File: src/rtl/htu_pkg.sv
package htu_pkg;
  localparam int unsigned AW = 16;
  localparam logic [AW-1:0] SW_BASE  = 16'h0000;
  localparam logic [AW-1:0] CMP_BASE = 16'h4000;
  localparam logic [AW-1:0] CNT_LO   = 16'hBFF8;
  localparam logic [AW-1:0] CNT_HI   = 16'hBFFC;

  function automatic logic [AW-1:0] sw_addr(input int unsigned h);
    return SW_BASE + AW'(4 * h);
  endfunction

  function automatic logic [AW-1:0] cmp_addr(input int unsigned h, input logic hi);
    return CMP_BASE + AW'(8 * h) + (hi ? AW'(4) : AW'(0));
  endfunction
endpackage

File: src/rtl/htu_tick_counter.sv
module htu_tick_counter #(
  parameter int unsigned DW = 32,
  localparam int unsigned CW = 2 * DW
) (
  input  logic          clk,
  input  logic          rst,
  input  logic          tick,
  input  logic          clr,
  input  logic          wr_lo,
  input  logic          wr_hi,
  input  logic [DW-1:0] wdata,
  output logic [CW-1:0] cnt_q,
  output logic [CW-1:0] cnt_d
);
  always_comb begin
    cnt_d = cnt_q;
    if (clr) begin
      cnt_d = '0;
    end else if (wr_lo || wr_hi) begin
      if (wr_lo) cnt_d[DW-1:0]  = wdata;
      if (wr_hi) cnt_d[CW-1:DW] = wdata;
    end else if (tick) begin
      cnt_d = cnt_q + CW'(1);
    end
  end

  always_ff @(posedge clk) begin
    if (rst) cnt_q <= '0;
    else     cnt_q <= cnt_d;
  end
endmodule

File: src/rtl/htu_cmp_bank.sv
module htu_cmp_bank #(
  parameter int unsigned NHARTS  = 4,
  parameter int unsigned DW      = 32,
  parameter bit          CLR_CMP = 1'b0,
  localparam int unsigned CW = 2 * DW
) (
  input  logic                 clk,
  input  logic                 rst,
  input  logic                 clr,
  input  logic [NHARTS-1:0]    wr_lo,
  input  logic [NHARTS-1:0]    wr_hi,
  input  logic [DW-1:0]        wdata,
  input  logic [CW-1:0]        cnt_d,
  output logic [NHARTS*CW-1:0] cmp_q,
  output logic [NHARTS-1:0]    mtip_q
);
  for (genvar h = 0; h < NHARTS; h++) begin : g_hart
    logic [CW-1:0] cur, nxt;
    assign cur = cmp_q[h*CW +: CW];

    always_comb begin
      nxt = cur;
      if (clr) begin
        if (CLR_CMP) nxt = '0;
      end else begin
        if (wr_lo[h]) nxt[DW-1:0]  = wdata;
        if (wr_hi[h]) nxt[CW-1:DW] = wdata;
      end
    end

    always_ff @(posedge clk) begin
      if (rst) begin
        cmp_q[h*CW +: CW] <= '1;
        mtip_q[h]         <= 1'b0;
      end else begin
        cmp_q[h*CW +: CW] <= nxt;
        mtip_q[h]         <= (cnt_d >= nxt);
      end
    end
  end
endmodule

File: src/rtl/htu_soft_bank.sv
module htu_soft_bank #(
  parameter int unsigned NHARTS = 4
) (
  input  logic              clk,
  input  logic              rst,
  input  logic              clr,
  input  logic [NHARTS-1:0] wr,
  input  logic              wbit,
  output logic [NHARTS-1:0] msip_q
);
  for (genvar h = 0; h < NHARTS; h++) begin : g_hart
    always_ff @(posedge clk) begin
      if (rst || clr) msip_q[h] <= 1'b0;
      else if (wr[h]) msip_q[h] <= wbit;
    end
  end
endmodule

File: src/rtl/hart_timer_unit.sv
module hart_timer_unit
  import htu_pkg::*;
#(
  parameter int unsigned NHARTS  = 4,
  parameter int unsigned DW      = 32,
  parameter bit          CLR_CMP = 1'b0
) (
  input  logic              clk,
  input  logic              rst,
  input  logic              tick_i,
  input  logic              clr_req_i,
  input  logic              bus_en,
  input  logic              bus_we,
  input  logic [15:0]       bus_addr,
  input  logic [DW-1:0]     bus_wdata,
  output logic [DW-1:0]     bus_rdata,
  output logic              bus_rvalid,
  output logic [NHARTS-1:0] mtip_o,
  output logic [NHARTS-1:0] msip_o
);
  localparam int unsigned CW = 2 * DW;

  logic                 wr_en, rd_en;
  logic [NHARTS-1:0]    sw_hit, cmp_lo_hit, cmp_hi_hit;
  logic                 cnt_lo_hit, cnt_hi_hit;
  logic [CW-1:0]        cnt_q, cnt_d;
  logic [NHARTS*CW-1:0] cmp_q;
  logic [DW-1:0]        rd_mux;

  assign wr_en      = bus_en & bus_we;
  assign rd_en      = bus_en & ~bus_we;
  assign cnt_lo_hit = (bus_addr == CNT_LO);
  assign cnt_hi_hit = (bus_addr == CNT_HI);

  for (genvar h = 0; h < NHARTS; h++) begin : g_dec
    assign sw_hit[h]     = (bus_addr == sw_addr(h));
    assign cmp_lo_hit[h] = (bus_addr == cmp_addr(h, 1'b0));
    assign cmp_hi_hit[h] = (bus_addr == cmp_addr(h, 1'b1));
  end

  htu_tick_counter #(.DW(DW)) u_cnt (
    .clk   (clk),
    .rst   (rst),
    .tick  (tick_i),
    .clr   (clr_req_i),
    .wr_lo (wr_en & cnt_lo_hit),
    .wr_hi (wr_en & cnt_hi_hit),
    .wdata (bus_wdata),
    .cnt_q (cnt_q),
    .cnt_d (cnt_d)
  );

  htu_cmp_bank #(.NHARTS(NHARTS), .DW(DW), .CLR_CMP(CLR_CMP)) u_cmp (
    .clk    (clk),
    .rst    (rst),
    .clr    (clr_req_i),
    .wr_lo  ({NHARTS{wr_en}} & cmp_lo_hit),
    .wr_hi  ({NHARTS{wr_en}} & cmp_hi_hit),
    .wdata  (bus_wdata),
    .cnt_d  (cnt_d),
    .cmp_q  (cmp_q),
    .mtip_q (mtip_o)
  );

  htu_soft_bank #(.NHARTS(NHARTS)) u_sw (
    .clk    (clk),
    .rst    (rst),
    .clr    (clr_req_i),
    .wr     ({NHARTS{wr_en}} & sw_hit),
    .wbit   (bus_wdata[0]),
    .msip_q (msip_o)
  );

  always_comb begin
    rd_mux = '0;
    if (cnt_lo_hit) rd_mux = cnt_q[DW-1:0];
    if (cnt_hi_hit) rd_mux = cnt_q[CW-1:DW];
    for (int h = 0; h < NHARTS; h++) begin
      if (sw_hit[h])     rd_mux = {{(DW-1){1'b0}}, msip_o[h]};
      if (cmp_lo_hit[h]) rd_mux = cmp_q[h*CW +: DW];
      if (cmp_hi_hit[h]) rd_mux = cmp_q[h*CW+DW +: DW];
    end
  end

  always_ff @(posedge clk) begin
    if (rst) begin
      bus_rvalid <= 1'b0;
      bus_rdata  <= '0;
    end else begin
      bus_rvalid <= rd_en;
      if (rd_en) bus_rdata <= rd_mux;
    end
  end
endmodule

File: config.mk
export PLATFORM = sky130hd
export DESIGN_NAME = hart_timer_unit
export DESIGN_NICKNAME = d
export VERILOG_FILES = /design/src/rtl/htu_pkg.sv /design/src/rtl/htu_tick_counter.sv /design/src/rtl/htu_cmp_bank.sv /design/src/rtl/htu_soft_bank.sv /design/src/rtl/hart_timer_unit.sv
export SDC_FILE = /design/constraint.sdc
export NUM_CORES = 1
export LEC_CHECK = 0
export ABC_AREA = 1
export BUFFER_PORTS_ARGS = -buffer_cell sky130_fd_sc_hd__buf_2
export CELL_PAD_IN_SITES_DETAIL_PLACEMENT = 0
export CELL_PAD_IN_SITES_GLOBAL_PLACEMENT = 1
export CORE_ASPECT_RATIO = 2
export CORE_MARGIN = 3
export CORE_UTILIZATION = 40
export CTS_CLUSTER_DIAMETER = 200
export DETAILED_ROUTE_END_ITERATION = 10
export GPL_TIMING_DRIVEN = 0
export PLACE_DENSITY_LB_ADDON = 0.15
export SETUP_SLACK_MARGIN = 0.02
export SLEW_MARGIN = 20
export SYNTH_ARGS = -nofsm -noshare
export SYNTH_HDL_FRONTEND = slang
export SYNTH_SLANG_ARGS = --single-unit
File: constraint.sdc
create_clock -name clk -period 4.85 [get_ports clk]
set_input_delay 1.2125 -clock clk [delete_from_list [all_inputs] [get_ports clk]]
set_output_delay 1.2125 -clock clk [all_outputs]
set_load 0.02 [all_outputs]
==> run metrics, run 1 <==
Worst path max stage delay about 0.35 ns; vias 26800; worst skew pair latency 0.58 ns; Starting Density 40.6%; leakage ~13 nW; net count after synthesis 3727; fin crit share 99.5%; clk slew on worst S/H paths 0.06 ns; Most common cell on crit path nand2_1; final core occ between 40 and 50%; Crit-path slowest cell ha_1; Synth Area in Simple Gates about 29%; Seq/Total Area, Yosys 30.6%; routed wire length 135 mm; most frequent cells in the layout nand2_1, dfxtp_1, a21oi_1, o21ai_0, ha_1; die height 350 um; initial antenna violation count 15; final net count 3914; die area approximately 62000 um^2; Synth cell types between 50 and 60; async set-or-reset flop fraction in the synthesized netlist 0%; final instance area 28000 um^2; status completed; drc violations 0; placed inst area 25100 um^2; Yosys warning total 0; FF-to-FF path depth 24; Worst-Margin Slew 1.25 ns; drt wl/cell 30.6 um; Cell Pwr Density 228 nW/um^2; Mapped Area between 20000 and 25000 um^2; XOR/XNOR share of the synthesized area 0.848%; Worst path depth 24; prevailing post-synth register cell dfxtp_1; vias in the first global route roughly 26000; core region area between 50000 and 60000 um^2; Compound-Gate Fraction of Synth Area 18.2%; worst path buffer plus inverter count 4; max_cap viols 0; Setup crit end kind flip-flop; CP Cell Sequence buf_2 > nand4_1 > nor2_1 > nand2_2 > nor3_4 > nand2_4 > nor2_4 > nand2_4 > nor2_4 > and3_4 > nand2_1 > a21oi_1 > o21ai_1 > nand2_1 > inv_1 > ha_1 > nand4_1 > nor4b_4 > buf_4 > and3b_1 > nand2_1 > nand3_2 > nand2_2 > inv_1; CTS tree yes; Area Overhead vs Synth 18.6%; grt total ovfl 0; DR iter-0 viols 2576; RSZ-0062 raised after global routing true; Rel. slew slack 16.4%; Post-synth EDFFs 0; flops & latches, synth 361; Global Route Usage Sum approximately 43%; Die X between 150 and 200 um; most common cell after layout, fill and taps aside nand2_1; clk buf depth 3; number of top-level pins 95; Cell Rows 125; TritonRoute pass-1 iters 6; Fin Clk Skew approximately 0.017 ns; HP Class flip-flop to flip-flop; min Tclk post-route 4.83 ns; final-report setup violation count 0; dpl hpwl 110 mm; layout cell share with drive strength beyond 1 14.0%; Critical Path AT 5.33 ns; Final Max Slew Viols 0; fmax 207 MHz; VDD IR max approximately 0.00027 V; via/cell ratio just over 6; Worst path top cell family by delay simple AND/OR/NAND/NOR gates; largest net degree at the start of global routing 14; Clock Sinks 361; CP max FO 7; first-pass GRT wire length 186 mm; CTS root buffer clkbuf_16; Hold Fails Final Rpt 0; Port Buffer Count around 90; hold path depth 2; CP Data Required Time 5.36 ns; largest family of logic cells by synthesized area simple AND/OR/NAND/NOR gates; Crit Path Class flip-flop to flip-flop; htree depth 2; gpl congestion between 1 and 1.5; Adder-Cell Fraction of Synth Area approximately an eighth; Avg Cell Area, Syn 6.89 um^2; Worst Setup Start Kind flip-flop; CTS Buf Count 38; number of routed nets with antenna violations 0; mux cell area share after synthesis under 10%; Synth Instances roughly 3400
## routing by layer
| metal | global-route usage (%) | part of all wire, % | routed length, um | up-vias |
|---|---|---|---|---|
| met3 | 11.0 | 7.4 | 10000 | 662 |
| met2 | 69.6 | 46 | 62400 | 1438 |
| met5 | 0 | 0.019 | 26 | - |
| met1 | 40.9 | 32 | 42600 | 12600 |
| li1 | - | - | - | 12100 |
| met4 | 48.3 | 15 | 20000 | 4 |
## sequential cells by signal (all words and copies together) (netlist names)
name              cells
u_cnt.cnt_q          64
bus_rvalid            1
u_sw.msip_q           4
bus_rdata            32
u_cmp.g_hart.cur    256
u_cmp.mtip_q          4
## what timing repair did
action,4_1_cts,5_1_grt
cloned,0,1
hold endpoints to repair,0,0
setup buffers,21,33
pin swaps,18,31
hold buffers,0,0
gates resized for setup,182,151
endpoints found under the setup margin,4,4
## path summary, 6_finish.rpt
| check | startpoint | endpoint | slack [ns] |
|---|---|---|---|
| setup / recovery | u_cnt.cnt_q[12] | u_cmp.mtip_q[2] | 0.02 |
| hold / removal | bus_rdata[5] | bus_rdata[5] | 0.47 |
| setup reg to reg | u_cnt.cnt_q[12] | u_cmp.mtip_q[2] | 0.02 |
| hold reg to reg | bus_rdata[5] | bus_rdata[5] | 0.47 |
## cell type report
class / count / area (um^2)
timing repair buffer: 147 / 966
tap: 762 / 953
antenna: 6 / 15.0
buffer: 162 / 805
fill: 6089 / 30200
clock buffer: 57 / 1120
multi-input combinational: 2632 / 15700
clock inverter: 11 / 108
inverter: 270 / 1040
sequential: 361 / 7250
## metrics by stage
stage | hold WS [ns] | cells | power, W | TNS (ns) | worst slack, ns
floorplan | 0.447 | 3425 | 0.00315 | 0 | 0.443
global placement | 0.450 | 4279 | 0.00333 | -10.80 | -2.77
detailed placement | 0.459 | 4280 | 0.00333 | -9.87 | -2.75
CTS | 0.474 | 4369 | 0.00636 | 0 | 0.00346
global route | 0.486 | 4405 | 0.00648 | -0.0941 | -0.0711
finish | 0.471 | 4408 | 0.00637 | 0 | 0.0249
## tightest hold or removal path: stages (launching register included)
cell and delay [ns]:
dfxtp_1 0.31, nand2_1 0.06, a21oi_1 0.06
## synthesized netlist by cell type (all sizes together), types with 45 or more instances
library cell  instances  area, um^2
nor3                 86         482
nand2               948        3590
clkbuf              135         507
a221oi               45         394
o21ai               265        1330
a21oi               334        1670
dfxtp               361        7230
nor2                260        1050
inv                 262         983
nand4                73         457
nand3               143         758
ha                  248        3100
## cells by family after synthesis
group,count (synthesis)
xor+xnor,22
fa+ha+maj,248
simple gates,1572
flops,361
buf+inv,433
mux,32
compound gates,757
## power breakdown
part,leakage [nW],switching (W),internal [W]
Sequential,2.93,0.00000180,0.00296
Clock,0.603,0.00141,0.00167
Combinational,9.30,0.000276,0.0000490
(Power assumes the default switching activity.)
==> inputs of run 2 (changes only) <==
--- a/config.mk
+++ b/config.mk
@@ -9,7 +9,6 @@
 export BUFFER_PORTS_ARGS = -buffer_cell sky130_fd_sc_hd__buf_2
 export CELL_PAD_IN_SITES_DETAIL_PLACEMENT = 0
 export CELL_PAD_IN_SITES_GLOBAL_PLACEMENT = 1
-export CORE_ASPECT_RATIO = 2
 export CORE_MARGIN = 3
 export CORE_UTILIZATION = 40
 export CTS_CLUSTER_DIAMETER = 200
==> run 2 against run 1 <==
  * Utilization rose by 0.37 points
  * Final cell count is 0.18% higher
  * Global-route usage decreased by 5.8 points
  * Sequential share of layout area is 0.20 points lower
  * Sequential power about the same
  * Combinational power about the same
  * Die area decreased by 0.28%
  * Clock power increased by 31%
  * Clock skew grew 0.0028 ns
  * Via count down 1.4%
  * Fmax up 1.9%
  * Routed wire length shrank 11%
  * Largest cell class unchanged
==> run metrics, run 2 (synthesized netlist as in run 1, its figures left out) <==
status completed; routed wire length 120 mm (-11%); Setup crit end kind flip-flop; Crit-path slowest cell or4_1; Worst path top cell family by delay simple AND/OR/NAND/NOR gates; final hold slack 0.462 ns (-0.00854 ns); drt wl/cell 27.2 um (-11%); flop2flop setup slack 0.19 ns (+0.17 ns); Worst Setup Start Kind input port; fin crit share 97.6% (-1.9 points); Rel. slew slack 15.7% (-0.70 points); final net count 3915 (+0.026%); worst skew pair latency 0.61 ns (+0.03 ns); # hold bufs at CTS 0 (unchanged); # diodes 0 (-6); Crit Path Class input port to flip-flop; max reg flops 256 (unchanged); Fillers 6024 (-1.1%); Worst path max stage delay 0.45 ns (+0.10 ns); clk slew on worst S/H paths 0.06 ns (about the same); multi-input logic area 15400 um^2 (-1.8%); initial antenna violation count 5 (-10); dpl ws -2.67 ns (+0.0838 ns); clk buf depth 3 (unchanged); fmax 211 MHz (+1.9%); Die X 249 um (+40%); Port Buffer Count 92 (unchanged); vias in the first global route 24100 (-8.7%); register area 7230 um^2 (-0.28%); CP Data Required Time 5.36 ns (about the same); worst setup margin 0.116 ns (+0.0912 ns); leakage 12.9 nW (+0.66%); Fin Clk Skew 0.0200 ns (+0.00277 ns); Most common cell on crit path nand2_1; FF-to-FF End u_cmp.mtip_q[0]; most common cell after layout, fill and taps aside nand2_1; VDD IR max 0.000222 V (-16%); via/cell ratio 5.98 (-1.6%); grt total ovfl 0 (unchanged); worst path buffer plus inverter count 7 (+3); number of routed nets with antenna violations 0 (unchanged); CP Cell Sequence buf_2 > nor2_2 > nand3_4 > nor2_2 > nand3_1 > clkinv_4 > nor2_1 > clkbuf_4 > inv_4 > a21oi_1 > nand2_1 > clkinvlp_4 > ha_1 > nand4_1 > nor3_1 > inv_1 > a21oi_1 > or4_1 > a21oi_2 > nand2_1 > nand2_1 > nand3_1 > nand2_1 > inv_1; dpl hpwl 98.3 mm (-10%); TritonRoute pass-1 iters 6 (unchanged); core region area 58000 um^2 (-0.27%); Final Max Slew Viols 0 (unchanged); Worst path depth 24 (unchanged); CTS root buffer clkbuf_16; final-report setup violation count 0 (unchanged); CP max FO 10 (+3); die area 62000 um^2 (-0.28%); Worst-Margin Slew 1.26 ns (+0.0106 ns); number of top-level pins 95 (unchanged); Hold Fails Final Rpt 0 (unchanged); Starting Density 40.7% (+0.11 points); first-pass GRT wire length 167 mm (-10%); max_cap viols 0 (unchanged); layout cell share with drive strength beyond 1 12.8% (-1.2 points); HP Class flip-flop to flip-flop; crit path capture u_cmp.mtip_q[1]; Worst R2R Start u_cnt.cnt_q[17]; DR iter-0 viols 3026 (+17%); CTS tree yes; gpl congestion 1.02 (-3.8%); Clock Sinks 361 (unchanged); Area Overhead vs Synth 19.2%; Cell Pwr Density 261 nW/um^2 (+15%); most frequent cells in the layout nand2_1, dfxtp_1, a21oi_1, ha_1, o21ai_0; Global Route Usage Sum 37.0% (-5.8 points); CP startpoint bus_addr[1]; Cell Rows 88 (-30%); drc violations 0 (unchanged); Critical Path AT 5.24 ns (-0.09 ns); final instance area 28100 um^2 (+0.49%); htree depth 2 (unchanged); die height 249 um (-29%); CTS Buf Count 48 (+26%); FF-to-FF path depth 20 (-17%); placed inst area 25100 um^2 (+0.19%); vias 26400 (-1.4%); largest net degree at the start of global routing 13 (-1); min Tclk post-route 4.73 ns (-0.0912 ns)
run 2: cell types whose count changed in the layout (fill, tap and decap cells not counted), moves of 6 or more:
cell / previous run / this run
bufinv_16: 1 / 11
dfxtp_1: 347 / 357
nand2_1: 924 / 934
clkinv_2: 5 / 14
clkbuf_16: 40 / 48
buf_2: 109 / 102
dfxtp_2: 11 / 4
nor3_1: 48 / 55
diode_2: 6 / 0
nand2_4: 7 / 1
nor2_1: 216 / 222
run 2: cell type report:
class,count,area share [%]
timing repair buffer,140,3.27
buffer,161,2.74
sequential,361,25.7
multi-input combinational,2631,54.9
clock buffer,60,4.75
inverter,270,3.65
clock inverter,28,1.55
tap,765,3.40
run 2: metrics by stage:
stage	setup TNS (ns)	util [%]	total power (W)	cells
after global placement	-10.40	43.1	0.00333	4282
after floorplan	0	-	0.00315	3425
after detailed placement	-9.42	43.3	0.00334	4284
after CTS	-0.0163	47.3	0.00736	4388
after global routing	-0.00505	48.5	0.00749	4416
final	0	48.5	0.00735	4416
run 2: how the worst min path moves through the flow:
stage	from	cells after the start	slack [ns]	endpoint
2_1_floorplan	u_cmp.g_hart[2].cur[9]	2	0.45	u_cmp.g_hart[2].cur[9]
5_1_grt	bus_rdata[13]	2	0.48	bus_rdata[13]
6_report	bus_rdata[18]	2	0.46	bus_rdata[18]
4_1_cts	bus_rdata[13]	2	0.46	bus_rdata[13]
3_5_place_dp	bus_rdata[13]	2	0.45	bus_rdata[13]
3_3_place_gp	bus_rdata[27]	2	0.45	bus_rdata[27]
run 2: power by group:
part	leakage [nW]	switching [W]	total, W	internal [W]
combinational	9.11	0.000274	0.000322	0.0000479
sequential	2.92	0.00000168	0.00297	0.00297
clock	0.882	0.00153	0.00406	0.00253
run 2: layer usage:
layer  global-route usage, %  up-vias  share of wire (%)
li1                        -    12100                  -
met1                    49.4    12700                 42
met2                    56.0     1358                 42
met3                    8.16      275                9.2
met4                    18.9       10                6.2
met5                    1.08        -               0.13
run 2: worst register-to-register path, stage by stage, from the launching register on:
cell	delay (ns)
dfxtp_2	0.42
nand2_2	0.17
nor3_4	0.23
buf_12	0.15
inv_2	0.06
nor4_1	0.25
nand3_1	0.18
nor3_1	0.57
nand4_1	0.22
o21ai_0	0.24
a21oi_1	0.10
a211oi_4	0.45
ha_1	0.25
nand3_1	0.12
nor3_1	0.23
nor4b_4	0.40
and3b_1	0.25
nand2_1	0.08
nand3_2	0.11
nand2_1	0.06
inv_1	0.06
run 2: repair_timing:
item / CTS / global route
setup endpoints to repair: 4 / 4
pin swaps: 14 / 23
resized for setup: 94 / 145
buffers inserted: 16 / 30
